## config.mk

```make
export PLATFORM = sky130hd
export DESIGN_NAME = manchester_word_encoder
export DESIGN_NICKNAME = d
export VERILOG_FILES = /design/src/rtl/mwe_pkg.sv /design/src/rtl/mwe_bit_divider.sv /design/src/rtl/mwe_tx_ranks.sv /design/src/rtl/mwe_failsafe.sv /design/src/rtl/mwe_sequencer.sv /design/src/rtl/manchester_word_encoder.sv
export SDC_FILE = /design/constraint.sdc
export NUM_CORES = 1
export LEC_CHECK = 0
export BUFFER_PORTS_ARGS = -buffer_cell sky130_fd_sc_hd__buf_4
export CAP_MARGIN = 20
export CORE_UTILIZATION = 60
export DETAILED_ROUTE_END_ITERATION = 16
export GPL_TIMING_DRIVEN = 0
export HOLD_SLACK_MARGIN = 0.08
export PLACE_DENSITY = 0.8
export SYNTH_ARGS = -nofsm -noshare
export SYNTH_HDL_FRONTEND = slang
export SYNTH_SLANG_ARGS = --single-unit
export TNS_END_PERCENT = 30
```

## constraint.sdc

```tcl
create_clock -name clk -period 5.65 [get_ports clk]
set_input_delay 1.13 -clock clk [delete_from_list [all_inputs] [get_ports clk]]
set_output_delay 1.13 -clock clk [all_outputs]
set_load 0.01 [all_outputs]
```

## src/rtl/mwe_pkg.sv

```systemverilog
package mwe_pkg;
  localparam int WORD_W     = 16;
  localparam int SYNC_BITS  = 3;
  localparam int CYCLE_BITS = SYNC_BITS + WORD_W + 1;
  localparam int POS_W      = $clog2(CYCLE_BITS);

  typedef logic [POS_W-1:0]  pos_t;
  typedef logic [WORD_W-1:0] word_t;

  // two half-bit line levels of one bit period
  typedef struct packed {
    logic early;
    logic late;
  } halfbit_t;

  localparam pos_t DATA_FIRST = pos_t'(SYNC_BITS);
  localparam pos_t DATA_LAST  = pos_t'(SYNC_BITS + WORD_W - 1);
  localparam pos_t PAR_POS    = pos_t'(CYCLE_BITS - 1);

  function automatic logic odd_parity(input word_t w);
    return ~^w;
  endfunction

  function automatic halfbit_t manch(input logic b);
    halfbit_t s;
    s.early = b;
    s.late  = ~b;
    return s;
  endfunction

  // cmd=1: HH, HL, LL over the three sync periods; cmd=0 the inverse
  function automatic halfbit_t sync_half(input logic cmd, input pos_t pos);
    halfbit_t s;
    if (pos == pos_t'(0)) begin
      s.early = cmd;  s.late = cmd;
    end else if (pos == pos_t'(1)) begin
      s.early = cmd;  s.late = ~cmd;
    end else begin
      s.early = ~cmd; s.late = ~cmd;
    end
    return s;
  endfunction

  function automatic halfbit_t symbol_at(input pos_t pos, input logic cmd, input word_t w);
    word_t sh;
    if (pos < DATA_FIRST) begin
      return sync_half(cmd, pos);
    end else if (pos <= DATA_LAST) begin
      sh = w << (pos - DATA_FIRST);
      return manch(sh[WORD_W-1]);
    end else begin
      return manch(odd_parity(w));
    end
  endfunction
endpackage

```

## src/rtl/mwe_bit_divider.sv

```systemverilog
module mwe_bit_divider #(
  parameter int DIV = 12,
  localparam int PW = $clog2(DIV)
) (
  input  logic          clk,
  input  logic          rst_n,
  output logic [PW-1:0] phase,
  output logic          fall_tick,
  output logic          rise_tick,
  output logic          bit_clk
);
  localparam logic [PW-1:0] LAST_V  = PW'(DIV - 1);
  localparam logic [PW-1:0] HALF_V  = PW'(DIV / 2);
  localparam logic [PW-1:0] PRE_HI  = PW'(DIV / 2 - 1);

  logic [PW-1:0] phase_q;

  always_ff @(posedge clk or negedge rst_n) begin
    if (!rst_n)                phase_q <= '0;
    else if (phase_q == LAST_V) phase_q <= '0;
    else                        phase_q <= phase_q + 1'b1;
  end

  assign phase     = phase_q;
  assign fall_tick = (phase_q == LAST_V);   // next edge starts a bit period
  assign rise_tick = (phase_q == PRE_HI);   // next edge is the mid-bit rise
  assign bit_clk   = (phase_q >= HALF_V);

  assert_phase_range_R1: assert property (@(posedge clk) disable iff (!rst_n)
    phase_q <= LAST_V);
  assert_bitclk_edge_R1: assert property (@(posedge clk) disable iff (!rst_n)
    $fell(bit_clk) |-> $past(fall_tick));
endmodule

```

## src/rtl/mwe_tx_ranks.sv

```systemverilog
module mwe_tx_ranks
  import mwe_pkg::*;
(
  input  logic  clk,
  input  logic  rst_n,
  input  logic  stage_en,
  input  logic  load_n,
  input  logic  lock,
  input  word_t data_in,
  output word_t rank2
);
  word_t rank1_q, rank2_q;

  always_ff @(posedge clk or negedge rst_n) begin
    if (!rst_n) begin
      rank1_q <= '0;
      rank2_q <= '0;
    end else begin
      if (stage_en)        rank1_q <= data_in;
      if (!load_n && !lock) rank2_q <= rank1_q;
    end
  end

  assign rank2 = rank2_q;

  assert_rank2_locked_R7: assert property (@(posedge clk) disable iff (!rst_n)
    lock |=> $stable(rank2_q));
endmodule

```

## src/rtl/mwe_failsafe.sv

```systemverilog
module mwe_failsafe #(
  parameter int LIMIT = 768,
  localparam int CW = $clog2(LIMIT + 1)
) (
  input  logic clk,
  input  logic rst_n,
  input  logic fall_tick,
  input  logic busy,
  input  logic ending,
  input  logic clear_req,
  output logic trip,
  output logic fail_safe
);
  localparam logic [CW-1:0] LIM_M1 = CW'(LIMIT - 1);

  logic [CW-1:0] len_q;
  logic          fail_q;

  assign trip = fall_tick && busy && !ending && (len_q == LIM_M1);

  always_ff @(posedge clk or negedge rst_n) begin
    if (!rst_n)                                  len_q <= '0;
    else if (!busy)                              len_q <= '0;
    else if (fall_tick && (trip || ending))      len_q <= '0;
    else if (fall_tick)                          len_q <= len_q + 1'b1;
  end

  always_ff @(posedge clk or negedge rst_n) begin
    if (!rst_n)         fail_q <= 1'b0;
    else if (trip)      fail_q <= 1'b1;
    else if (clear_req) fail_q <= 1'b0;
  end

  assign fail_safe = fail_q;

  assert_msg_bound_R9: assert property (@(posedge clk) disable iff (!rst_n)
    len_q <= LIM_M1);
  assert_trip_sets_flag_R9: assert property (@(posedge clk) disable iff (!rst_n)
    trip |=> fail_q);
endmodule

```

## src/rtl/mwe_sequencer.sv

```systemverilog
module mwe_sequencer
  import mwe_pkg::*;
(
  input  logic  clk,
  input  logic  rst_n,
  input  logic  fall_tick,
  input  logic  rise_tick,
  input  logic  go_n,
  input  logic  sync_sel,
  input  logic  fail_safe,
  input  logic  trip,
  input  word_t rank2,
  output logic  busy,
  output pos_t  pos,
  output logic  send_win,
  output logic  sync_cmd,
  output word_t tx_word,
  output logic  ending
);
  logic  busy_q, send_q, cmd_q, cont_q;
  pos_t  pos_q;
  word_t word_q;

  assign ending = busy_q && (pos_q == PAR_POS) && !cont_q;

  always_ff @(posedge clk or negedge rst_n) begin
    if (!rst_n) begin
      busy_q <= 1'b0;
      send_q <= 1'b0;
      cmd_q  <= 1'b0;
      cont_q <= 1'b0;
      pos_q  <= '0;
      word_q <= '0;
    end else begin
      if (rise_tick && busy_q && pos_q == pos_t'(0))  cmd_q  <= sync_sel;
      if (rise_tick && busy_q && pos_q == PAR_POS)    cont_q <= ~go_n;
      if (fall_tick) begin
        if (busy_q) begin
          if (trip) begin
            busy_q <= 1'b0;
            send_q <= 1'b0;
            pos_q  <= '0;
          end else if (pos_q == PAR_POS) begin
            pos_q <= '0;
            if (!cont_q) busy_q <= 1'b0;
          end else begin
            pos_q <= pos_q + 1'b1;
            if (pos_q == DATA_FIRST - 1'b1) begin
              send_q <= 1'b1;
              word_q <= rank2;
            end
            if (pos_q == DATA_LAST) send_q <= 1'b0;
          end
        end else if (!go_n && !fail_safe) begin
          busy_q <= 1'b1;
          pos_q  <= '0;
        end
      end
    end
  end

  assign busy     = busy_q;
  assign pos      = pos_q;
  assign send_win = send_q;
  assign sync_cmd = cmd_q;
  assign tx_word  = word_q;

  assert_pos_range_R2: assert property (@(posedge clk) disable iff (!rst_n)
    pos_q <= PAR_POS);
  assert_send_in_busy_R3: assert property (@(posedge clk) disable iff (!rst_n)
    send_q |-> busy_q);
  assert_send_rise_on_tick_R3: assert property (@(posedge clk) disable iff (!rst_n)
    $rose(send_q) |-> $past(fall_tick));
endmodule

```

## src/rtl/manchester_word_encoder.sv

```systemverilog
module manchester_word_encoder
  import mwe_pkg::*;
#(
  parameter int DIV   = 12,
  parameter int LIMIT = 768
) (
  input  logic              clk,
  input  logic              rst_n,
  input  logic              tx_go_n,
  input  logic              sync_cmd_sel,
  input  logic [WORD_W-1:0] data_in,
  input  logic              stage_en,
  input  logic              load_n,
  input  logic              own_cmd_ok,
  output logic              bit_clk,
  output logic              send_win,
  output logic              ser_out,
  output logic              tx_busy,
  output logic              fail_safe
);
  localparam int PW = $clog2(DIV);
  localparam logic [PW-1:0] HALF_V = PW'(DIV / 2);

  logic [PW-1:0] phase;
  logic          fall_tick, rise_tick;
  logic          busy, ending, trip, sync_cmd;
  pos_t          pos;
  word_t         rank2, tx_word;
  halfbit_t      sym_q;
  logic          sym_on_q;

  mwe_bit_divider #(.DIV(DIV)) u_div (
    .clk(clk), .rst_n(rst_n), .phase(phase),
    .fall_tick(fall_tick), .rise_tick(rise_tick), .bit_clk(bit_clk)
  );

  mwe_tx_ranks u_ranks (
    .clk(clk), .rst_n(rst_n), .stage_en(stage_en), .load_n(load_n),
    .lock(send_win), .data_in(data_in), .rank2(rank2)
  );

  mwe_sequencer u_seq (
    .clk(clk), .rst_n(rst_n), .fall_tick(fall_tick), .rise_tick(rise_tick),
    .go_n(tx_go_n), .sync_sel(sync_cmd_sel), .fail_safe(fail_safe), .trip(trip),
    .rank2(rank2), .busy(busy), .pos(pos), .send_win(send_win),
    .sync_cmd(sync_cmd), .tx_word(tx_word), .ending(ending)
  );

  mwe_failsafe #(.LIMIT(LIMIT)) u_fs (
    .clk(clk), .rst_n(rst_n), .fall_tick(fall_tick), .busy(busy),
    .ending(ending), .clear_req(own_cmd_ok), .trip(trip), .fail_safe(fail_safe)
  );

  // symbol of the period that is ending is shown during the next one
  always_ff @(posedge clk or negedge rst_n) begin
    if (!rst_n) begin
      sym_q    <= '0;
      sym_on_q <= 1'b0;
    end else if (fall_tick) begin
      if (busy && !trip) begin
        sym_q    <= symbol_at(pos, sync_cmd, tx_word);
        sym_on_q <= 1'b1;
      end else begin
        sym_q    <= '0;
        sym_on_q <= 1'b0;
      end
    end
  end

  assign ser_out = sym_on_q && ((phase >= HALF_V) ? sym_q.late : sym_q.early);
  assign tx_busy = busy;

  assert_line_half_edges_R4: assert property (@(posedge clk) disable iff (!rst_n)
    !$stable(ser_out) |-> (phase == '0 || phase == HALF_V));
  assert_no_start_in_fail_R10: assert property (@(posedge clk) disable iff (!rst_n)
    $past(fail_safe) |-> !$rose(tx_busy));
endmodule

```

==> out/qor.yml <==
drt:
  first_iter_violations: 145
  via_count: 2397
  top_layer: "met4"
  wl_met3_um: 178
  vias_per_cell: 5.57
  m1WireLength_um: 2970
  met2WireLength_um: 3120
  drtAntennaViolNets: 0
  drc: 0
  first_pass_iters: 4
  wire_per_inst_um: 14.9
  drt_wl_total_um: 6420
setup_path:
  timing.rr.end: "u_seq.tx_word[12]$_DFFE_PN0P_"
  reg2reg_from: "u_fs.len_q[0]$_DFFE_PN0P_"
  critPathLaunchType: "flop"
  reg2reg_slack_ns: 3.18
  slowest_delay_ns: 0.42
  arrival_ns: 1.64
  crit_fanout: 5
  reg2reg_depth: 7
  cpLargestDelayFamily: "flip-flops"
  worstPathRequired_ns: 4.52
  cp-end-kind: "output port"
  critPathBufInv: 2
  crit_type: "flop to output port"
  critPathSlowestCell: "dfrtp_1"
  cp_cell_sequence: "inv_1, ha_1, o21ai_0, nand2b_1, mux2i_1, nor2b_1, buf_4"
timing:
  hold_slack_ns: 0.479
  slew_headroom_pct: 39.6
  drv_slew: 0
  setup_viol: 0
  clock.fmax_ghz: 0.361
  rsz0062_at_grt: "no"
  fin_crit_ns: 2.77
  tightest_slew_ns: 0.907
  finClkSkew_ns: 0.00867
  period_share_pct: 49.1
  finalSetupTns_ns: 0
  hold_viol: 0
placement:
  portBuffers: 26
  place.gp.congestion: 0.826
  hpwlAfterDp_um: 4590
clock_network:
  clk_latency_ns: 0.35
  cts_tree: "built"
  cts_repair_resize_count: 0
  cts_setup_buffers: 0
  cts_buffers: 9
  clk_pin_slew_ns: 0.07
  cts.htree.levels: 3
  cts_buffer_depth: 2
  postCtsHoldBufs: 0
  cts.sinks: 75
  cts_root_buf: "clkbuf_8"
worst_hold_path:
  hold_start: "sym_on_q$_DFFE_PN0N_"
  hold_end: "sym_on_q$_DFFE_PN0N_"
  worstHoldPathCells: 2
  hold_class: "flop to flop"
yosys:
  avgSynthCellArea_um2: 11.8
  netlist_instances: 313
  synthArstFlopShare_pct: 100
  synth.yosys.seq_area_share_pct: 51.0
  synth_edf_count: 0
  yosysWarningCount: 0
  ys_ff_latch: 75
  synth_area_um2: 3680
  ys_types: 44
  synthFlopType: "dfrtp_1"
  synth_nets: 344
power_and_ir_drop:
  p_leak_nw: 1.80
  power.density_nw_per_um2: 282
  peakVddDrop_mv: 0.197
layout:
  drive_gt1_share_pct: 27.9
  antenna_cells: 0
  final_util_pct: 70.2
  area_delta_synth_final_pct: 12.9
  fin_nets: 381
floorplan:
  rows: 28
  die_h_um: 80.3
  die_x_um: 80.3
  die_area_um2: 6450
  start_util_pct: 62.2
  pin_count: 28
  core_um2: 5920
global_routing:
  grt_pass1_vias: 2415
  grt_max_degree: 76
  grt-ovfl-total: 0
  antenna_found_initial: 0
  grt_usage_pct: 23.1
  grt_pass1_wl_um: 11000
outcome:
  status: "complete, no violations"
flow_run:
  drv_cap: 0
-- cell usage after synthesis (2+ instances only) --
cell type / instances / area [um2]
nand2b_1: 9 / 56.3
nor2b_1: 3 / 18.8
a21oi_1: 2 / 10.0
inv_1: 11 / 41.3
mux2i_1: 10 / 100
dfrtp_1: 75 / 1880
o41ai_1: 2 / 17.5
nand4_1: 6 / 37.5
nand3_1: 7 / 35.0
and3_1: 3 / 18.8
nor2_1: 13 / 48.8
mux2_2: 39 / 439
o21ai_0: 28 / 140
nand4b_1: 2 / 17.5
xor2_1: 3 / 26.3
ha_1: 8 / 100
a31o_2: 2 / 17.5
mux2_4: 10 / 150
a22oi_1: 4 / 30.0
xnor2_1: 18 / 158
clkbuf_1: 9 / 33.8
nand2_1: 27 / 101
-- per-layer routing --
metal  track usage (%)  up-vias
met4              10.2        0
met1              28.7     1160
met2              38.2       44
met5                 0        -
li1                  -     1178
met3              5.57       15
-- registers in the layout, indices dropped and copies added, names as in the netlist --
| signal | count |
|---|---|
| u_seq.tx_word | 16 |
| u_seq.send_win | 1 |
| u_seq.pos | 5 |
| u_seq.sync_cmd | 1 |
| sym_on_q | 1 |
| u_seq.busy | 1 |
| u_ranks.rank2 | 16 |
| u_ranks.rank1_q | 16 |
| u_fs.fail_safe | 1 |
| u_div.phase | 4 |
| u_seq.cont_q | 1 |
| sym_q | 2 |
| u_fs.len_q | 10 |
-- cells by family (layout without fill, tap and decap cells) --
group	Yosys count	in the layout	synth area share, %
AO/OA/AOI/OAI	45	45	7.38
flip-flops	75	75	51.0
XOR/XNOR	22	22	5.44
AND/OR/NAND/NOR	83	83	12.2
buffers and inverters	21	63	2.58
adder cells (fa/ha/maj)	8	8	2.72
multiplexers	59	59	18.7
-- worst max path at each step --
stage	from	to	slack [ns]	cells past startpoint
2_1_floorplan	u_div.phase[0]$_DFF_PN0_	ser_out	3.32	6
3_3_place_gp	load_n	u_ranks.rank2[1]$_DFFE_PN0P_	2.85	4
3_5_place_dp	load_n	u_ranks.rank2[15]$_DFFE_PN0P_	2.77	4
4_1_cts	u_div.phase[0]$_DFF_PN0_	ser_out	2.85	7
5_1_grt	u_div.phase[0]$_DFF_PN0_	ser_out	2.74	7
6_report	u_div.phase[0]$_DFF_PN0_	ser_out	2.88	7
-- metrics by stage --
stage / setup WS (ns) / std cells / total power, mW / cell area [um2]
global placement: 2.85 / 414 / 0.779 / 3970
floorplan: 3.32 / 313 / 0.739 / 3680
finish: 2.88 / 430 / 1.17 / 4160
detailed placement: 2.77 / 414 / 0.790 / 3970
global route: 2.74 / 430 / 1.23 / 4160
CTS: 2.85 / 430 / 1.19 / 4160
-- layout make-up --
| class | instances | area [um2] |
|---|---|---|
| Buffer | 10 | 53.8 |
| Fill cell | 431 | 1770 |
| Timing Repair Buffer | 26 | 195 |
| Sequential cell | 75 | 1880 |
| Inverter | 11 | 41.3 |
| Tap cell | 75 | 93.8 |
| Multi-Input combinational cell | 217 | 1710 |
| Clock buffer | 11 | 131 |
| Clock inverter | 5 | 53.8 |
-- where the power goes --
group / internal (mW) / leakage [nW] / total, mW / switching (mW)
registers: 0.584 / 0.893 / 0.618 / 0.0339
clock network: 0.203 / 0.0971 / 0.397 / 0.194
logic: 0.0982 / 0.807 / 0.159 / 0.0606
total: 0.885 / 1.80 / 1.17 / 0.289
-- cell usage in the layout, fill, tap and decap left out, types with 2 or more instances in the layout --
cell type,Yosys,routed
nand3_1,7,7
o41ai_1,2,2
ha_1,8,8
mux2i_1,10,10
xnor2_1,18,18
mux2_2,39,39
nor2b_1,3,3
clkbuf_1,9,11
nand4_1,6,6
dfrtp_1,75,75
a22oi_1,4,4
o21ai_0,28,28
and3_1,3,3
nand2_1,27,27
mux2_4,10,10
buf_4,0,26
xor2_1,3,3
clkinv_2,0,3
nor2_1,13,13
inv_1,11,11
nand2b_1,9,9
clkbuf_8,0,9
a21oi_1,2,2
nand4b_1,2,2
a31o_2,2,2
-- worst register-to-register path: cells and delay by family (launching register included) --
kind          cells  cell delay [ns]
fa+ha+maj         1             0.22
mux               1             0.31
simple gates      4             1.26
buf+inv           1             0.16
flops             1             0.41
No activity file was read; power rests on OpenSTA's default activity.
